[src/rtl/dshot_tx.sv]
module dshot_tx #(
  parameter int CELL_TICKS = 180,
  parameter int ZERO_HIGH  = 60,
  parameter int ONE_HIGH   = 120,
  parameter int GAP_CELLS  = 2
) (
  input  logic        clk,
  input  logic        rst_n,
  input  logic        start,
  input  logic [10:0] cmd,
  input  logic        telem_req,
  output logic        line,
  output logic        busy
);
  localparam int FRAME_BITS = 16;
  localparam int SLOTS      = FRAME_BITS + GAP_CELLS;
  localparam int TW         = $clog2(CELL_TICKS);
  localparam int SW         = $clog2(SLOTS);
  localparam logic [TW-1:0] LAST_TICK = TW'(CELL_TICKS - 1);
  localparam logic [SW-1:0] LAST_SLOT = SW'(SLOTS - 1);
  localparam logic [SW-1:0] DATA_END  = SW'(FRAME_BITS);

  logic [11:0] payload;
  logic [3:0]  csum;
  logic [15:0] shreg;
  logic [TW-1:0] tick;
  logic [SW-1:0] slot;
  logic          busy_q;
  logic [TW-1:0] high_ticks;

  assign payload    = {cmd, telem_req};
  assign csum       = payload[11:8] ^ payload[7:4] ^ payload[3:0];
  assign high_ticks = shreg[15] ? TW'(ONE_HIGH) : TW'(ZERO_HIGH);
  assign busy       = busy_q;
  assign line       = busy_q && (slot < DATA_END) && (tick < high_ticks);

  always_ff @(posedge clk or negedge rst_n) begin
    if (!rst_n) begin
      busy_q <= 1'b0;
      tick   <= '0;
      slot   <= '0;
      shreg  <= '0;
    end else if (!busy_q) begin
      if (start) begin
        busy_q <= 1'b1;
        tick   <= '0;
        slot   <= '0;
        shreg  <= {payload, csum};
      end
    end else if (tick == LAST_TICK) begin
      tick  <= '0;
      shreg <= {shreg[14:0], 1'b0};
      if (slot == LAST_SLOT) begin
        busy_q <= 1'b0;
        slot   <= '0;
      end else begin
        slot <= slot + 1'b1;
      end
    end else begin
      tick <= tick + 1'b1;
    end
  end

  initial begin
    assert (ZERO_HIGH > 0 && ZERO_HIGH < ONE_HIGH && ONE_HIGH < CELL_TICKS);
  end

  AST_IDLE_LOW: assert property (@(posedge clk) disable iff (!rst_n)
    !busy |-> !line);
  AST_GAP_LOW: assert property (@(posedge clk) disable iff (!rst_n)
    (busy && slot >= DATA_END) |-> !line);
  AST_BUSY_END: assert property (@(posedge clk) disable iff (!rst_n)
    (busy && slot == LAST_SLOT && tick == LAST_TICK) |=> !busy);
  AST_ACCEPT: assert property (@(posedge clk) disable iff (!rst_n)
    (start && !busy) |=> busy);
  AST_FRAME_HOLD: assert property (@(posedge clk) disable iff (!rst_n)
    (busy && tick != LAST_TICK) |=> $stable(shreg));
  AST_RISE_AT_CELL: assert property (@(posedge clk) disable iff (!rst_n)
    $rose(line) |-> (tick == '0));
  AST_HIGH_MAX: assert property (@(posedge clk) disable iff (!rst_n)
    line |-> (tick < TW'(ONE_HIGH)));
endmodule

[config.mk]
export PLATFORM = sky130hd
export DESIGN_NAME = dshot_tx
export DESIGN_NICKNAME = d
export VERILOG_FILES = /design/src/rtl/dshot_tx.sv
export SDC_FILE = /design/constraint.sdc
export NUM_CORES = 1
export LEC_CHECK = 0
export BUFFER_PORTS_ARGS = -buffer_cell sky130_fd_sc_hd__buf_4
export CORE_MARGIN = 5
export CORE_UTILIZATION = 52
export DETAILED_ROUTE_END_ITERATION = 7
export PLACE_DENSITY_LB_ADDON = 0.3
export SLEW_MARGIN = 15
export SYNTH_ARGS = -nofsm -noshare
export SYNTH_HDL_FRONTEND = slang
export SYNTH_SLANG_ARGS = --single-unit
[constraint.sdc]
create_clock -name clk -period 1.9 [get_ports clk]
set_input_delay 0.285 -clock clk [delete_from_list [all_inputs] [get_ports clk]]
set_output_delay 0.285 -clock clk [all_outputs]
set_load 0.05 [all_outputs]
# ---- Word-level counts from Yosys, hierarchy flattened
# Index checks and enable logic that the tools add are counted.
dict set report totals {
  word_cells 32
  out_inout_bits 2
  register_bits 30
  in_bits 15
}
dict set report op_classes {
  n_reduce_logical 4
  n_addsub 2
  eq_ne 3
  n_bitwise 2
  n_mux 15
  n_lt_le_gt_ge 2
}
# cell count
set op_table {}
lappend op_table {{2-to-1 mux 16 bit} 3}
lappend op_table {{2-to-1 mux 8 bit} 3}
lappend op_table {{2-to-1 mux 5 bit} 4}
lappend op_table {{adder 8 x 1 -> 8 bit (second input constant)} 1}
lappend op_table {{== test 8 bit (second input constant)} 1}
lappend op_table {{< comparator 8 x 7 -> 1 bit} 1}
lappend op_table {{bitwise XOR 4 bit} 2}
lappend op_table {{2-to-1 mux 7 bit} 1}
lappend op_table {{adder 5 x 1 -> 5 bit (second input constant)} 1}
lappend op_table {{== test 5 bit (second input constant)} 1}
lappend op_table {{< comparator 5 bit (second input constant)} 1}
lappend op_table {{2-to-1 mux 1 bit} 4}
lappend op_table {{logical AND 1 bit} 2}
lappend op_table {{inequality test 2 x 1 -> 1 bit (second input constant)} 1}
lappend op_table {{AND reduction 2 bit} 1}
lappend op_table {{nonzero test 2 bit} 1}

# ---- Longest topological paths before layout
dict set report depth {
  depth_word 4
  depth_mapped 7
  mapped_depth_nobuf 6
}

# ---- Worst setup path after synthesis
# No wires, ideal clock.
dict set report synth_timing {
  kind {reg2out}
  startpoint {register busy_q, in the netlist busy}
  endpoint {output port line}
  t_arrival_ns 3.435
  path_stages_with_launch 4
  path_slack_ns -1.820
  path_buffers 1
  cell_sequence {dfrtp_1 clkbuf_1 nand2b_1 a2111oi_0}
}
dict set report synth_via {
  elab_chain_cells 2
}
# item line
set synth_rtl {}
lappend synth_rtl {{start: declaration} 28} ;# logic busy_q;
lappend synth_rtl {{start signal: assignment} 39} ;# busy_q <= 1'b0;
lappend synth_rtl {{start signal: assignment} 45} ;# busy_q <= 1'b1;
lappend synth_rtl {{start signal: assignment} 54} ;# busy_q <= 1'b0;
lappend synth_rtl {{logical AND 1 bit (2 in a row)} 35} ;# assign line = busy_q && (slot < DATA_END) && (tick < high_ticks);
lappend synth_rtl {{end: declaration} 12} ;# output logic line,
# No other way between the ends.

# ---- Worst setup path after layout
dict set report layout_timing {
  startpoint {register tick[6]}
  endpoint {output port line}
}
dict set report layout_via {
  elab_chain_cells 2
}
# item line
set layout_rtl {}
lappend layout_rtl {{start: declaration} 26} ;# logic [TW-1:0] tick;
lappend layout_rtl {{start signal: assignment} 60} ;# tick <= tick + 1'b1;
lappend layout_rtl {{< comparator 8 x 7 -> 1 bit} 35}
lappend layout_rtl {{logical AND 1 bit} 35}
# No other way between the ends.

==> results_dict.tcl <==
set metrics [dict create \
    status "finished, violations left" \
    violations "setup timing" \
    tritoncts "built" \
    cellLeakagePower_nw 0.957 \
    sequential_element_share_of_the_synthesized_area 0.472 \
    vdd_ir_drop_max_mv 0.665 \
    drt_wl_total_um 3410 \
    drt-initial-drc-count 62 \
    routed_via_density 5.62 \
    path_max_fanout 2 \
    fin_crit_sh 1.03 \
    max_stage_delay_ps 440 \
    clkLatencyLatePin_ps 330 \
    netlist.top_cell.by_area "sky130_fd_sc_hd__dfrtp_1" \
    design_area_mm2 0.00201 \
    syn_area_per_cell_um2 9.75 \
    antennaDiodeCount 0 \
    postRouteAntennaNets 0 \
    place.port_buffers 16 \
    place_congestion 0.833 \
    rrSetupSlack_ps 20 \
    critical_path.startpoint_type "flop" \
    final_util 0.671 \
    clock_skew_ps 8.03 \
    cp-end-kind "output pin" \
    detailed_placement_wirelength_estimate_um 2390 \
    required_time_of_the_critical_path_ps 1620 \
    detailroute.wirelength.met2_um 1700 \
    dpl_cell_area_mm2 0.00180 \
    post_synth_main_area_contributors "sky130_fd_sc_hd__dfrtp_1 (47%), sky130_fd_sc_hd__mux2i_1 (8.8%), sky130_fd_sc_hd__nor2_1 (5.2%)" \
    area_of_the_die_mm2 0.00426 \
    worst_path_max_delay_cell "sky130_fd_sc_hd__dfrtp_2" \
    clkTransAtPathRegs_ps 100 \
    timing.slew.headroom 0.678 \
    cts_sinks 30 \
    drive_gt1_frac 0.284 \
    met1_wire_length_um 1490 \
    synth_top_cell_area_share 0.472 \
    grt_pass1_wl_um 5600 \
    dr_wl_met3_um 166 \
    antenna_violations_before_repair 0 \
    core.rowCount 20 \
    synth_seq_cells 30 \
    synth_nets 183 \
    netlist_instances 163 \
    routed-via-count 1276 \
    num_io_pins 17 \
    dieHeight_um 65.3 \
    cap_violations 0 \
    kind_of_path_behind_the_tightest_hold_check "input pin to flop" \
    total_nets_final 213 \
    grt_overflow_total 0 \
    power_per_cell_area_mw_per_mm2 1250 \
    cts-buffers-inserted 5 \
    areaGrowthSynthToFinish_pct 26.8 \
    netlist_area_mm2 0.00159 \
    max_freq_mhz 511 \
    start_util 0.529 \
    cts.root.buffer_cell "sky130_fd_sc_hd__clkbuf_4" \
    detailedRoute.firstPassIterationCount 4 \
    route.detailed.drc 0 \
    die_w_um 65.3 \
    layout.filler_cells 240 \
    top_layer_used "met4" \
    htreeDepth 2 \
    finalMaxSlewViolations 0 \
    grt_setup_unrepaired "yes" \
    grt_pass1_vias 1249 \
    ys.warnings.count 0 \
    synth.lib_cells_used.distinct 32 \
    grt_start_max_net_pins 31 \
    wl_per_cell_um 15.0 \
    grtUsageTotal 0.173 \
    final_period_minus_worst_setup_slack_ps 1960 \
    total_setup_violations_reported_at_the_end_of_the_flow 1 \
    clock_tree.buffer_depth 2 \
    setup_slack_ps -55.2 \
    core_area_mm2 0.00300 \
    cp_data_arrival_time_ps 1670 \
    hold_viol 0 \
    crit_type "flop to output pin" \
    totalNegativeSetupSlack_ps -55.2 \
    max_slew.worst_pin.slew_ps 479 \
    crit_chain "ha_4 > o21a_1 > a2111oi_4 > buf_6" \
]
[synth_stat cells]
library cell / instances
sky130_fd_sc_hd__dfrtp_1: 30
sky130_fd_sc_hd__nor2_1: 22
sky130_fd_sc_hd__a21oi_1: 15
sky130_fd_sc_hd__mux2i_1: 14
sky130_fd_sc_hd__nand2_1: 8
sky130_fd_sc_hd__o21ai_0: 8
sky130_fd_sc_hd__xnor2_1: 8
sky130_fd_sc_hd__and3_1: 5
sky130_fd_sc_hd__ha_1: 5
sky130_fd_sc_hd__nand2b_1: 5
sky130_fd_sc_hd__nand3_1: 5
sky130_fd_sc_hd__o22ai_1: 5
sky130_fd_sc_hd__xor2_1: 4
sky130_fd_sc_hd__buf_2: 3
sky130_fd_sc_hd__clkbuf_1: 3
sky130_fd_sc_hd__inv_1: 3
sky130_fd_sc_hd__buf_1: 2
sky130_fd_sc_hd__nor3_1: 2
sky130_fd_sc_hd__nor3b_1: 2
sky130_fd_sc_hd__o2bb2ai_1: 2
sky130_fd_sc_hd__a2111oi_0: 1
sky130_fd_sc_hd__a21o_1: 1
sky130_fd_sc_hd__a22o_1: 1
sky130_fd_sc_hd__a31o_2: 1
sky130_fd_sc_hd__nand4_1: 1
sky130_fd_sc_hd__nor2b_1: 1
sky130_fd_sc_hd__o21a_1: 1
sky130_fd_sc_hd__o21ai_1: 1
sky130_fd_sc_hd__o31a_1: 1
sky130_fd_sc_hd__or2_1: 1
sky130_fd_sc_hd__or3b_2: 1
sky130_fd_sc_hd__or4b_4: 1
[critical path: cells and delay by family, from the launching register on]
kind / cells / cell delay, ps
AO/OA/AOI/OAI: 2 / 450
flip-flops: 1 / 440
adder cells (fa/ha/maj): 1 / 230
buffers and inverters: 1 / 210
[power breakdown]
| group | switching, mW | leakage, nW | internal, mW |
|---|---|---|---|
| clock | 0.222 | 0.0353 | 0.179 |
| combinational | 0.459 | 0.575 | 0.500 |
| sequential | 0.235 | 0.347 | 0.925 |
[final cells by class]
type                       count  area (µm²)  area share
multi-input combinational    122         877       0.435
timing repair buffer          31         272       0.135
sequential                    30         753       0.374
tap                           33        41.3      0.0205
clock buffer                   7        55.1      0.0273
clock inverter                 1        5.00     0.00248
inverter                       3        11.3     0.00559
[repair_timing]
| action | CTS | global route |
|---|---|---|
| gates cloned | 0 | 1 |
| gates resized for setup | 4 | 17 |
| pin swaps | 1 | 4 |
| hold endpoints to repair | 30 | 0 |
| setup buffers | 2 | 3 |
| hold buffers | 1 | 0 |
| setup endpoints to repair | 2 | 21 |
[through the flow]
step | worst slack, ps | hold slack (ps) | instances | power, mW
after floorplan | 34.1 | -10.6 | 163 | 1.72
after CTS | -88.5 | 180 | 223 | 2.48
after global routing | -98.8 | 196 | 227 | 2.73
final | -55.2 | 196 | 227 | 2.52
after global placement | 102 | 232 | 212 | 1.97
after detailed placement | -52.1 | 236 | 212 | 2.02
[sequential cells by signal, summed over array words and instances, names as in the netlist]
| signal | count |
|---|---|
| shreg | 16 |
| tick | 8 |
| slot | 5 |
| busy | 1 |
[worst paths after layout]
| check | startpoint | endpoint | depth (start not counted) |
|---|---|---|---|
| worst max-delay path | tick[6] | line | 4 |
| worst min-delay path | start | tick[3] | 2 |
| worst max register to register | tick[6] | slot[1] | 5 |
| worst min register to register | tick[1] | tick[1] | 2 |
| max in group asynchronous | rst_n | busy | 2 |
| min in group asynchronous | rst_n | tick[7] | 2 |
[cells in the final DEF, fill, tap and decap left out, types with 2 or more instances in the layout]
master / instances
sky130_fd_sc_hd__o21ai_2: 2
sky130_fd_sc_hd__o22ai_2: 3
sky130_fd_sc_hd__buf_4: 25
sky130_fd_sc_hd__inv_1: 2
sky130_fd_sc_hd__and3_1: 4
sky130_fd_sc_hd__o2bb2ai_1: 2
sky130_fd_sc_hd__clkbuf_4: 5
sky130_fd_sc_hd__nand2_1: 8
sky130_fd_sc_hd__xnor2_1: 8
sky130_fd_sc_hd__ha_1: 4
sky130_fd_sc_hd__o22ai_1: 2
sky130_fd_sc_hd__xor2_1: 4
sky130_fd_sc_hd__nand3_1: 5
sky130_fd_sc_hd__nor3b_1: 2
sky130_fd_sc_hd__buf_6: 3
sky130_fd_sc_hd__mux2i_1: 14
sky130_fd_sc_hd__nor2_1: 21
sky130_fd_sc_hd__dfrtp_2: 2
sky130_fd_sc_hd__nand2b_1: 5
sky130_fd_sc_hd__o21ai_0: 6
sky130_fd_sc_hd__a21oi_1: 15
sky130_fd_sc_hd__dfrtp_1: 28
[logic make-up after synthesis]
kind of cell    share of synthesized area
compound gates                      0.138
xor+xnor                           0.0661
fa+ha+maj                          0.0394
buf+inv                            0.0283
flops                               0.472
mux                                0.0882
simple gates                        0.168
[routing by layer]
layer	track usage	up-vias
li1	-	631
met4	0.0622	0
met1	0.205	613
met5	0	-
met3	0.0530	6
met2	0.295	26
Power figures use the tool's default switching activity.
